File: config.mk
export PLATFORM = sky130hd
export DESIGN_NAME = wear_page_placer
export DESIGN_NICKNAME = d
export VERILOG_FILES = /design/src/rtl/wpp_pkg.sv /design/src/rtl/wpp_zero_counter.sv /design/src/rtl/wpp_slot_pool.sv /design/src/rtl/wpp_min_select.sv /design/src/rtl/wear_page_placer.sv
export SDC_FILE = /design/constraint.sdc
export NUM_CORES = 2
export LEC_CHECK = 0
export ABC_AREA = 1
export BUFFER_PORTS_ARGS = -buffer_cell sky130_fd_sc_hd__buf_4
export CAP_MARGIN = 20
export CORE_UTILIZATION = 35
export DETAILED_ROUTE_END_ITERATION = 12
export RECOVER_POWER = 50
export SETUP_SLACK_MARGIN = 0.2
export SYNTH_ARGS = -nofsm -noshare
export SYNTH_HDL_FRONTEND = slang
export SYNTH_SLANG_ARGS = --single-unit
File: constraint.sdc
create_clock -name clk -period 15.5 [get_ports clk]
set_input_delay 2.325 -clock clk [delete_from_list [all_inputs] [get_ports clk]]
set_output_delay 2.325 -clock clk [all_outputs]
set_load 0.02 [all_outputs]
File: src/rtl/wpp_pkg.sv
package wpp_pkg;

    localparam int SLOTS_DEF  = 8;
    localparam int WEAR_W_DEF = 32;
    localparam int CNT_W_DEF  = 16;
    localparam int CELLS_PER_BYTE = 4;

    // 2-bit cell programming level; erased cells store no charge
    typedef enum logic [1:0] {
        LVL_DEEP    = 2'b00,
        LVL_MID     = 2'b01,
        LVL_SHALLOW = 2'b10,
        LVL_ERASED  = 2'b11
    } cell_lvl_e;

    typedef enum logic {
        DENS_SLC = 1'b0,
        DENS_MLC = 1'b1
    } density_e;

    function automatic int imax(input int a, input int b);
        return (a > b) ? a : b;
    endfunction

    // largest contribution one byte can make in either mode
    function automatic int beat_limit(input int w_deep, input int w_mid, input int w_shallow);
        return imax(8, CELLS_PER_BYTE * imax(w_deep, imax(w_mid, w_shallow)));
    endfunction

    function automatic logic [3:0] slc_zeros(input logic [7:0] b);
        logic [3:0] n;
        n = '0;
        for (int i = 0; i < 8; i++) begin
            if (!b[i]) n = n + 4'd1;
        end
        return n;
    endfunction

endpackage

File: src/rtl/wpp_zero_counter.sv
module wpp_zero_counter
    import wpp_pkg::*;
#(
    parameter int CNT_W     = CNT_W_DEF,
    parameter int W_DEEP    = 3,
    parameter int W_MID     = 2,
    parameter int W_SHALLOW = 1
) (
    input  logic             clk,
    input  logic             rst,
    input  logic             in_valid,
    input  logic             in_last,
    input  logic [7:0]       in_data,
    input  logic             mlc_en,
    output logic             page_done,
    output logic [CNT_W-1:0] page_zeros
);

    localparam int BEAT_MAX = beat_limit(W_DEEP, W_MID, W_SHALLOW);
    localparam int BEAT_W   = $clog2(BEAT_MAX + 1);

    logic [BEAT_W-1:0] cell_w [CELLS_PER_BYTE];
    logic [BEAT_W-1:0] mlc_sum;
    logic [BEAT_W-1:0] beat_w;
    logic [CNT_W-1:0]  acc_q;
    logic [CNT_W:0]    acc_sum;
    logic [CNT_W-1:0]  acc_sat;
    density_e          dens;

    generate
        for (genvar c = 0; c < CELLS_PER_BYTE; c++) begin : g_cell
            always_comb begin
                case (cell_lvl_e'(in_data[2*c +: 2]))
                    LVL_DEEP:    cell_w[c] = BEAT_W'(W_DEEP);
                    LVL_MID:     cell_w[c] = BEAT_W'(W_MID);
                    LVL_SHALLOW: cell_w[c] = BEAT_W'(W_SHALLOW);
                    default:     cell_w[c] = '0;
                endcase
            end
        end
    endgenerate

    always_comb begin
        mlc_sum = '0;
        for (int c = 0; c < CELLS_PER_BYTE; c++) begin
            mlc_sum = mlc_sum + cell_w[c];
        end
    end

    assign dens    = density_e'(mlc_en);
    assign beat_w  = (dens == DENS_MLC) ? mlc_sum : BEAT_W'(slc_zeros(in_data));
    assign acc_sum = {1'b0, acc_q} + (CNT_W+1)'(beat_w);
    assign acc_sat = acc_sum[CNT_W] ? '1 : acc_sum[CNT_W-1:0];

    always_ff @(posedge clk) begin
        if (rst) begin
            acc_q <= '0;
        end else if (in_valid) begin
            acc_q <= in_last ? '0 : acc_sat;
        end
    end

    assign page_done  = in_valid & in_last;
    assign page_zeros = acc_sat;


    acc_clear_chk: assert property (@(posedge clk) disable iff (rst)
        in_valid && in_last |=> acc_q == '0);


    idle_hold_chk: assert property (@(posedge clk) disable iff (rst)
        !in_valid |=> $stable(acc_q));


    acc_no_wrap_chk: assert property (@(posedge clk) disable iff (rst)
        in_valid && !in_last |=> acc_q >= $past(acc_q));

endmodule

File: src/rtl/wpp_slot_pool.sv
module wpp_slot_pool
    import wpp_pkg::*;
#(
    parameter int SLOTS  = SLOTS_DEF,
    parameter int WEAR_W = WEAR_W_DEF,
    parameter int CNT_W  = CNT_W_DEF,
    parameter int IDX_W  = $clog2(SLOTS)
) (
    input  logic                          clk,
    input  logic                          rst,
    input  logic                          upd_en,
    input  logic [IDX_W-1:0]              upd_idx,
    input  logic [CNT_W-1:0]              upd_add,
    input  logic                          load_en,
    input  logic [IDX_W-1:0]              load_idx,
    input  logic                          load_set,
    input  logic [WEAR_W-1:0]             load_wear,
    output logic [SLOTS-1:0]              slot_valid,
    output logic [SLOTS-1:0][WEAR_W-1:0]  slot_wear
);

    generate
        for (genvar s = 0; s < SLOTS; s++) begin : g_slot
            logic              v_q;
            logic [WEAR_W-1:0] w_q;
            logic [WEAR_W:0]   w_sum;
            logic [WEAR_W-1:0] w_inc;
            logic              hit_upd;
            logic              hit_load;

            assign hit_upd  = upd_en  && (upd_idx  == IDX_W'(s));
            assign hit_load = load_en && (load_idx == IDX_W'(s));
            assign w_sum    = {1'b0, w_q} + (WEAR_W+1)'(upd_add);
            assign w_inc    = w_sum[WEAR_W] ? '1 : w_sum[WEAR_W-1:0];

            always_ff @(posedge clk) begin
                if (rst) begin
                    v_q <= 1'b0;
                    w_q <= '0;
                end else begin
                    if (hit_upd) begin
                        v_q <= 1'b0;
                        w_q <= w_inc;
                    end
                    if (hit_load) begin
                        v_q <= 1'b1;
                        if (load_set) w_q <= load_wear;
                    end
                end
            end

            assign slot_valid[s] = v_q;
            assign slot_wear[s]  = w_q;
        end
    endgenerate


    taken_clear_chk: assert property (@(posedge clk) disable iff (rst)
        upd_en && !(load_en && load_idx == upd_idx) |=> !slot_valid[$past(upd_idx)]);


    wear_rise_chk: assert property (@(posedge clk) disable iff (rst)
        upd_en && !(load_en && load_set && load_idx == upd_idx)
        |=> slot_wear[$past(upd_idx)] >= $past(slot_wear[upd_idx]));


    load_mark_chk: assert property (@(posedge clk) disable iff (rst)
        load_en |=> slot_valid[$past(load_idx)]);


    load_set_chk: assert property (@(posedge clk) disable iff (rst)
        load_en && load_set |=> slot_wear[$past(load_idx)] == $past(load_wear));

endmodule

File: src/rtl/wpp_min_select.sv
module wpp_min_select
    import wpp_pkg::*;
#(
    parameter int SLOTS  = SLOTS_DEF,
    parameter int WEAR_W = WEAR_W_DEF,
    parameter int IDX_W  = $clog2(SLOTS)
) (
    input  logic [SLOTS-1:0]              slot_valid,
    input  logic [SLOTS-1:0][WEAR_W-1:0]  slot_wear,
    output logic                          found,
    output logic [IDX_W-1:0]              sel_idx
);

    logic [WEAR_W-1:0] best;

    // ascending scan with strict compare keeps the lowest index on ties
    always_comb begin
        found   = 1'b0;
        sel_idx = '0;
        best    = '0;
        for (int s = 0; s < SLOTS; s++) begin
            if (slot_valid[s] && (!found || slot_wear[s] < best)) begin
                found   = 1'b1;
                sel_idx = IDX_W'(s);
                best    = slot_wear[s];
            end
        end
    end

endmodule

File: src/rtl/wear_page_placer.sv
module wear_page_placer
    import wpp_pkg::*;
#(
    parameter int SLOTS     = SLOTS_DEF,
    parameter int WEAR_W    = WEAR_W_DEF,
    parameter int CNT_W     = CNT_W_DEF,
    parameter int W_DEEP    = 3,
    parameter int W_MID     = 2,
    parameter int W_SHALLOW = 1
) (
    input  logic                       clk,
    input  logic                       rst,
    input  logic                       in_valid,
    input  logic                       in_last,
    input  logic [7:0]                 in_data,
    input  logic                       mlc_en,
    input  logic                       load_valid,
    input  logic [$clog2(SLOTS)-1:0]   load_slot,
    input  logic                       load_set_wear,
    input  logic [WEAR_W-1:0]          load_wear,
    output logic                       asg_valid,
    output logic                       asg_error,
    output logic [$clog2(SLOTS)-1:0]   asg_slot,
    output logic [CNT_W-1:0]           asg_zeros
);

    localparam int IDX_W = $clog2(SLOTS);

    typedef struct packed {
        logic             ok;
        logic             err;
        logic [IDX_W-1:0] slot;
        logic [CNT_W-1:0] zeros;
    } asg_t;

    logic                         page_done;
    logic [CNT_W-1:0]             page_zeros;
    logic [SLOTS-1:0]             slot_valid;
    logic [SLOTS-1:0][WEAR_W-1:0] slot_wear;
    logic                         found;
    logic [IDX_W-1:0]             sel_idx;
    logic                         upd_en;
    asg_t                         asg_d;
    asg_t                         asg_q;

    wpp_zero_counter #(
        .CNT_W(CNT_W), .W_DEEP(W_DEEP), .W_MID(W_MID), .W_SHALLOW(W_SHALLOW)
    ) u_count (
        .clk(clk), .rst(rst),
        .in_valid(in_valid), .in_last(in_last), .in_data(in_data), .mlc_en(mlc_en),
        .page_done(page_done), .page_zeros(page_zeros)
    );

    wpp_min_select #(
        .SLOTS(SLOTS), .WEAR_W(WEAR_W), .IDX_W(IDX_W)
    ) u_select (
        .slot_valid(slot_valid), .slot_wear(slot_wear),
        .found(found), .sel_idx(sel_idx)
    );

    assign upd_en = page_done && found;

    wpp_slot_pool #(
        .SLOTS(SLOTS), .WEAR_W(WEAR_W), .CNT_W(CNT_W), .IDX_W(IDX_W)
    ) u_pool (
        .clk(clk), .rst(rst),
        .upd_en(upd_en), .upd_idx(sel_idx), .upd_add(page_zeros),
        .load_en(load_valid), .load_idx(load_slot), .load_set(load_set_wear),
        .load_wear(load_wear),
        .slot_valid(slot_valid), .slot_wear(slot_wear)
    );

    always_comb begin
        asg_d       = '0;
        asg_d.ok    = upd_en;
        asg_d.err   = page_done && !found;
        asg_d.slot  = sel_idx;
        asg_d.zeros = page_zeros;
    end

    always_ff @(posedge clk) begin
        if (rst) begin
            asg_q <= '0;
        end else begin
            asg_q.ok  <= asg_d.ok;
            asg_q.err <= asg_d.err;
            if (page_done) begin
                asg_q.slot  <= asg_d.slot;
                asg_q.zeros <= asg_d.zeros;
            end
        end
    end

    assign asg_valid = asg_q.ok;
    assign asg_error = asg_q.err;
    assign asg_slot  = asg_q.slot;
    assign asg_zeros = asg_q.zeros;


    asg_pulse_chk: assert property (@(posedge clk) disable iff (rst)
        page_done && found |=> asg_valid && !asg_error);


    empty_err_chk: assert property (@(posedge clk) disable iff (rst)
        page_done && !found |=> asg_error && !asg_valid);


    quiet_chk: assert property (@(posedge clk) disable iff (rst)
        !page_done |=> !asg_valid && !asg_error);


    empty_pool_chk: assert property (@(posedge clk) disable iff (rst)
        page_done && !found && !load_valid |=> $stable(slot_valid) && $stable(slot_wear));

    always @(posedge clk) begin
        if (!rst && found) begin
            for (int j = 0; j < SLOTS; j++) begin
                if (slot_valid[j]) begin

                    min_pick_chk: assert (slot_wear[sel_idx] <= slot_wear[j]);
                    if (j < int'(sel_idx)) begin

                        tie_low_chk: assert (slot_wear[j] != slot_wear[sel_idx]);
                    end
                end
            end
        end
    end

endmodule

==> metrics <==
Crit Reg-Reg Endpoint u_pool.g_slot[0].w_q[0]$_SDFF_PP0_; Compound-Gate Fraction of Synth Area 20.8%; clk sinks 301; ys flop type dfxtp_1; top-count cell post-synth nand2_1; Worst Hold End u_count.acc_q[3]$_SDFFE_PP0P_; Sequential Area 0.00603 sq mm; worst vdd ir 0.0000691 V; total CTS buffers 42; Die Area 0.0867 sq mm; Syn Area/Cell 6.28 sq um; chip width 294 microns; Layout Nets 5181; Yosys cell types 53; vias in the first global route 28200; Worst path slowest cell o21ai_0; largest net degree at the start of global routing 87; initial core utilization 35.6%; Clock transition at path regs 0.06 ns; setup_tns 0 ns; HP Start u_count.acc_q[3]$_SDFFE_PP0P_; final instance area 0.0334 sq mm; Finish-stage setup viols 0; dominant cell type by area after synthesis dfxtp_1; period utilization 92.8%; number of register bits inferred by synthesis 301; Synth top area share 20.1%; Post-synth EDFFs 0; Worst Hold Depth 2; post-synthesis adder-cell area fraction 15.9%; Multi-input gate area 0.0210 sq mm; worst reg-to-reg setup slack 1.11 ns; CP endpoint kind flip-flop; Reg2Reg Launch Point u_pool.g_slot[0].v_q$_SDFFE_PP0P_; Area Growth Syn to Fin 11.6%; Leakage 18.0 nW; gr ovfl total 0; Antenna Cells 0; Worst-Margin Slew 1.11 ns; DP Wirelength 79800 microns; Fin. Hold Viols 0; pwr/cell area 75.3 mW/mm^2; Seq/Total Area, Yosys 20.1%; Required @ worst endpoint 15.92 ns; clock insertion delay at the later pin of the skew report 0.59 ns; Final min period 14.39 ns; number of antenna violations at the first check in global routing 5; Total Wirelength 107000 microns; via count 31500; kind of critical path flip-flop to flip-flop; Max Cap Violations 0; fmax 0.0695 GHz; worst rel slew slack 26.1%; unrepaired setup endpoints after global routing false; synthesized instance count 4763; post-synthesis mux area share 0.0711%; r2r worst-path depth 91; Initial DRC Count 2365; I/O Buffers 70; final slew viol count 0; CP Launch Type flip-flop; Worst Hold Class flip-flop to flip-flop; DR pass1 iterations 6; Most Frequent Cell on Critical Path nand2_1; Yosys warning count 0; outcome finished clean; Worst Path Max Fanout 42; Die Y 294 microns; Ports 71; Post-Synth Simple-Gate Area 26.8%; first-pass GRT wire length 162000 microns; Total Routing Usage GR 23.8%; layout cell share with drive strength beyond 1 5.93%; WP data arrival 14.81 ns; synthesized area 0.0299 sq mm; Placeable Area 0.0841 sq mm; largest family of logic cells by synthesized area simple AND/OR/NAND/NOR gates; H-tree depth 2; Fill cells 9103; Worst path max stage delay 0.44 ns; ys async rst share 0%; Hold WS 0.473 ns; Final Skew 0.0164 ns; TritonCTS clock tree done; DRC violation count after routing 0; GPL Wtd Cong 0.979; ranking of synthesized cells by area dfxtp_1, ha_1, nand2_1; DP Area 0.0316 sq mm; Root Driver clkbuf_16; number of vias per cell 5.31; Mapped Nets 5186; row count 106; # hold bufs at CTS 0; DR WL/cell 18.0 microns; Synth Area in XOR/XNOR 5.79%; Post-DRT Antenna Nets 0; CTS Buffer Depth 3; commonest cells in the netlist nand2_1, inv_1, a21oi_1
## report_power, final
| part | total [mW] | switching [mW] | leakage [nW] | internal [mW] |
|---|---|---|---|---|
| clock | 1.06 | 0.416 | 0.711 | 0.641 |
| combinational | 0.633 | 0.418 | 14.8 | 0.215 |
| sequential | 0.825 | 0.0296 | 2.44 | 0.796 |
| total | 2.52 | 0.864 | 18.0 | 1.65 |
## metal layers
| metal | vias to the layer above | routed length (microns) | track usage, % |
|---|---|---|---|
| li1 | 15900 | - | - |
| met1 | 14500 | 49400 | 33.1 |
| met2 | 993 | 47000 | 38.1 |
| met3 | 146 | 7160 | 2.51 |
| met4 | 2 | 3110 | 7.52 |
| met5 | - | 8 | 0 |
## flip-flops by register name, indices dropped and copies added, names as in the netlist
| register | flops |
|---|---|
| u_pool.g_slot.w_q | 256 |
| asg_zeros | 16 |
| u_count.acc_q | 16 |
| u_pool.g_slot.v_q | 8 |
| asg_slot | 3 |
| asg_error | 1 |
| asg_valid | 1 |
## metrics by stage
step / instances / power (mW) / setup slack, ns / util (%)
after global placement: 5828 / 1.45 / -0.352 / 37.6
final: 5924 / 2.52 / 1.11 / 39.7
after detailed placement: 5828 / 1.45 / -0.403 / 37.6
after floorplan: 4763 / 1.26 / 3.10 / -
after global routing: 5924 / 2.65 / 0.0542 / 39.7
after CTS: 5905 / 2.52 / 0.247 / 39.4
## placed cells by master (no fill, tap or decap), types with 13 or more instances in the layout
cell and count:
nand2_1 1123, inv_1 599, a21oi_1 428, o21ai_0 380, nand3_1 362, ha_1 360
dfxtp_1 301, nor2_1 220, o21ai_1 211, xor2_1 139, buf_4 96, nor3_1 60
xnor2_1 59, clkbuf_16 45, nand4_1 44, clkbuf_1 38, o211ai_1 34, o21bai_1 29
a31oi_1 21, nor4_1 20, or2_2 19, a211oi_1 17, nor2_2 15, inv_2 13
o21ai_2 13, fa_1 13
## how the worst max path moves through the flow
stage	start	endpoint	slack (ns)	cells past startpoint
floorplan	u_pool.g_slot[0].v_q$_SDFFE_PP0P_	u_pool.g_slot[5].w_q[24]$_SDFF_PP0_	3.10	98
global placement	u_pool.g_slot[0].v_q$_SDFFE_PP0P_	u_pool.g_slot[3].w_q[2]$_SDFF_PP0_	-0.35	86
detailed placement	u_pool.g_slot[0].v_q$_SDFFE_PP0P_	u_pool.g_slot[6].w_q[17]$_SDFF_PP0_	-0.40	86
CTS	u_pool.g_slot[0].v_q$_SDFFE_PP0P_	u_pool.g_slot[6].w_q[17]$_SDFF_PP0_	0.25	90
global route	u_pool.g_slot[0].v_q$_SDFFE_PP0P_	u_pool.g_slot[0].w_q[29]$_SDFF_PP0_	0.05	90
finish	u_pool.g_slot[0].v_q$_SDFFE_PP0P_	u_pool.g_slot[0].w_q[0]$_SDFF_PP0_	1.11	91
## area by class of cell
type | instances | share of cell area, %
clock inverters | 18 | 0.712
clock buffers | 58 | 3.70
repair buffers | 147 | 3.35
flip-flops and latches | 301 | 18.0
inverters | 616 | 6.95
multi-input cells | 3650 | 63.0
well taps | 1134 | 4.25
## critical path: cells and delay by family, from the launching register on
| family | cells | cell delay, ns |
|---|---|---|
| flops | 1 | 0.35 |
| buf+inv | 9 | 1.56 |
| fa+ha+maj | 7 | 2.07 |
| compound gates | 22 | 4.27 |
| simple gates | 53 | 5.87 |
## logic make-up (layout without fill, tap and decap cells)
logic type                 Yosys count  count (layout)
AOI/OAI and AO/OA                 1170            1170
xor gates and xnor gates           198             198
adders and majority gates          373             373
buffers and inverters              818             839
DFF                                301             301
muxes                                2               2
and+or+nand+nor                   1901            1907
## timing repair
action	in CTS	in global routing
gates resized for setup	23	88
buffers inserted	0	12
gates cloned	1	5
pin swaps	1	9
endpoints found under the hold margin	0	0
endpoints found under the setup margin	260	267
Note: power is estimated with default switching activity, not from simulation.
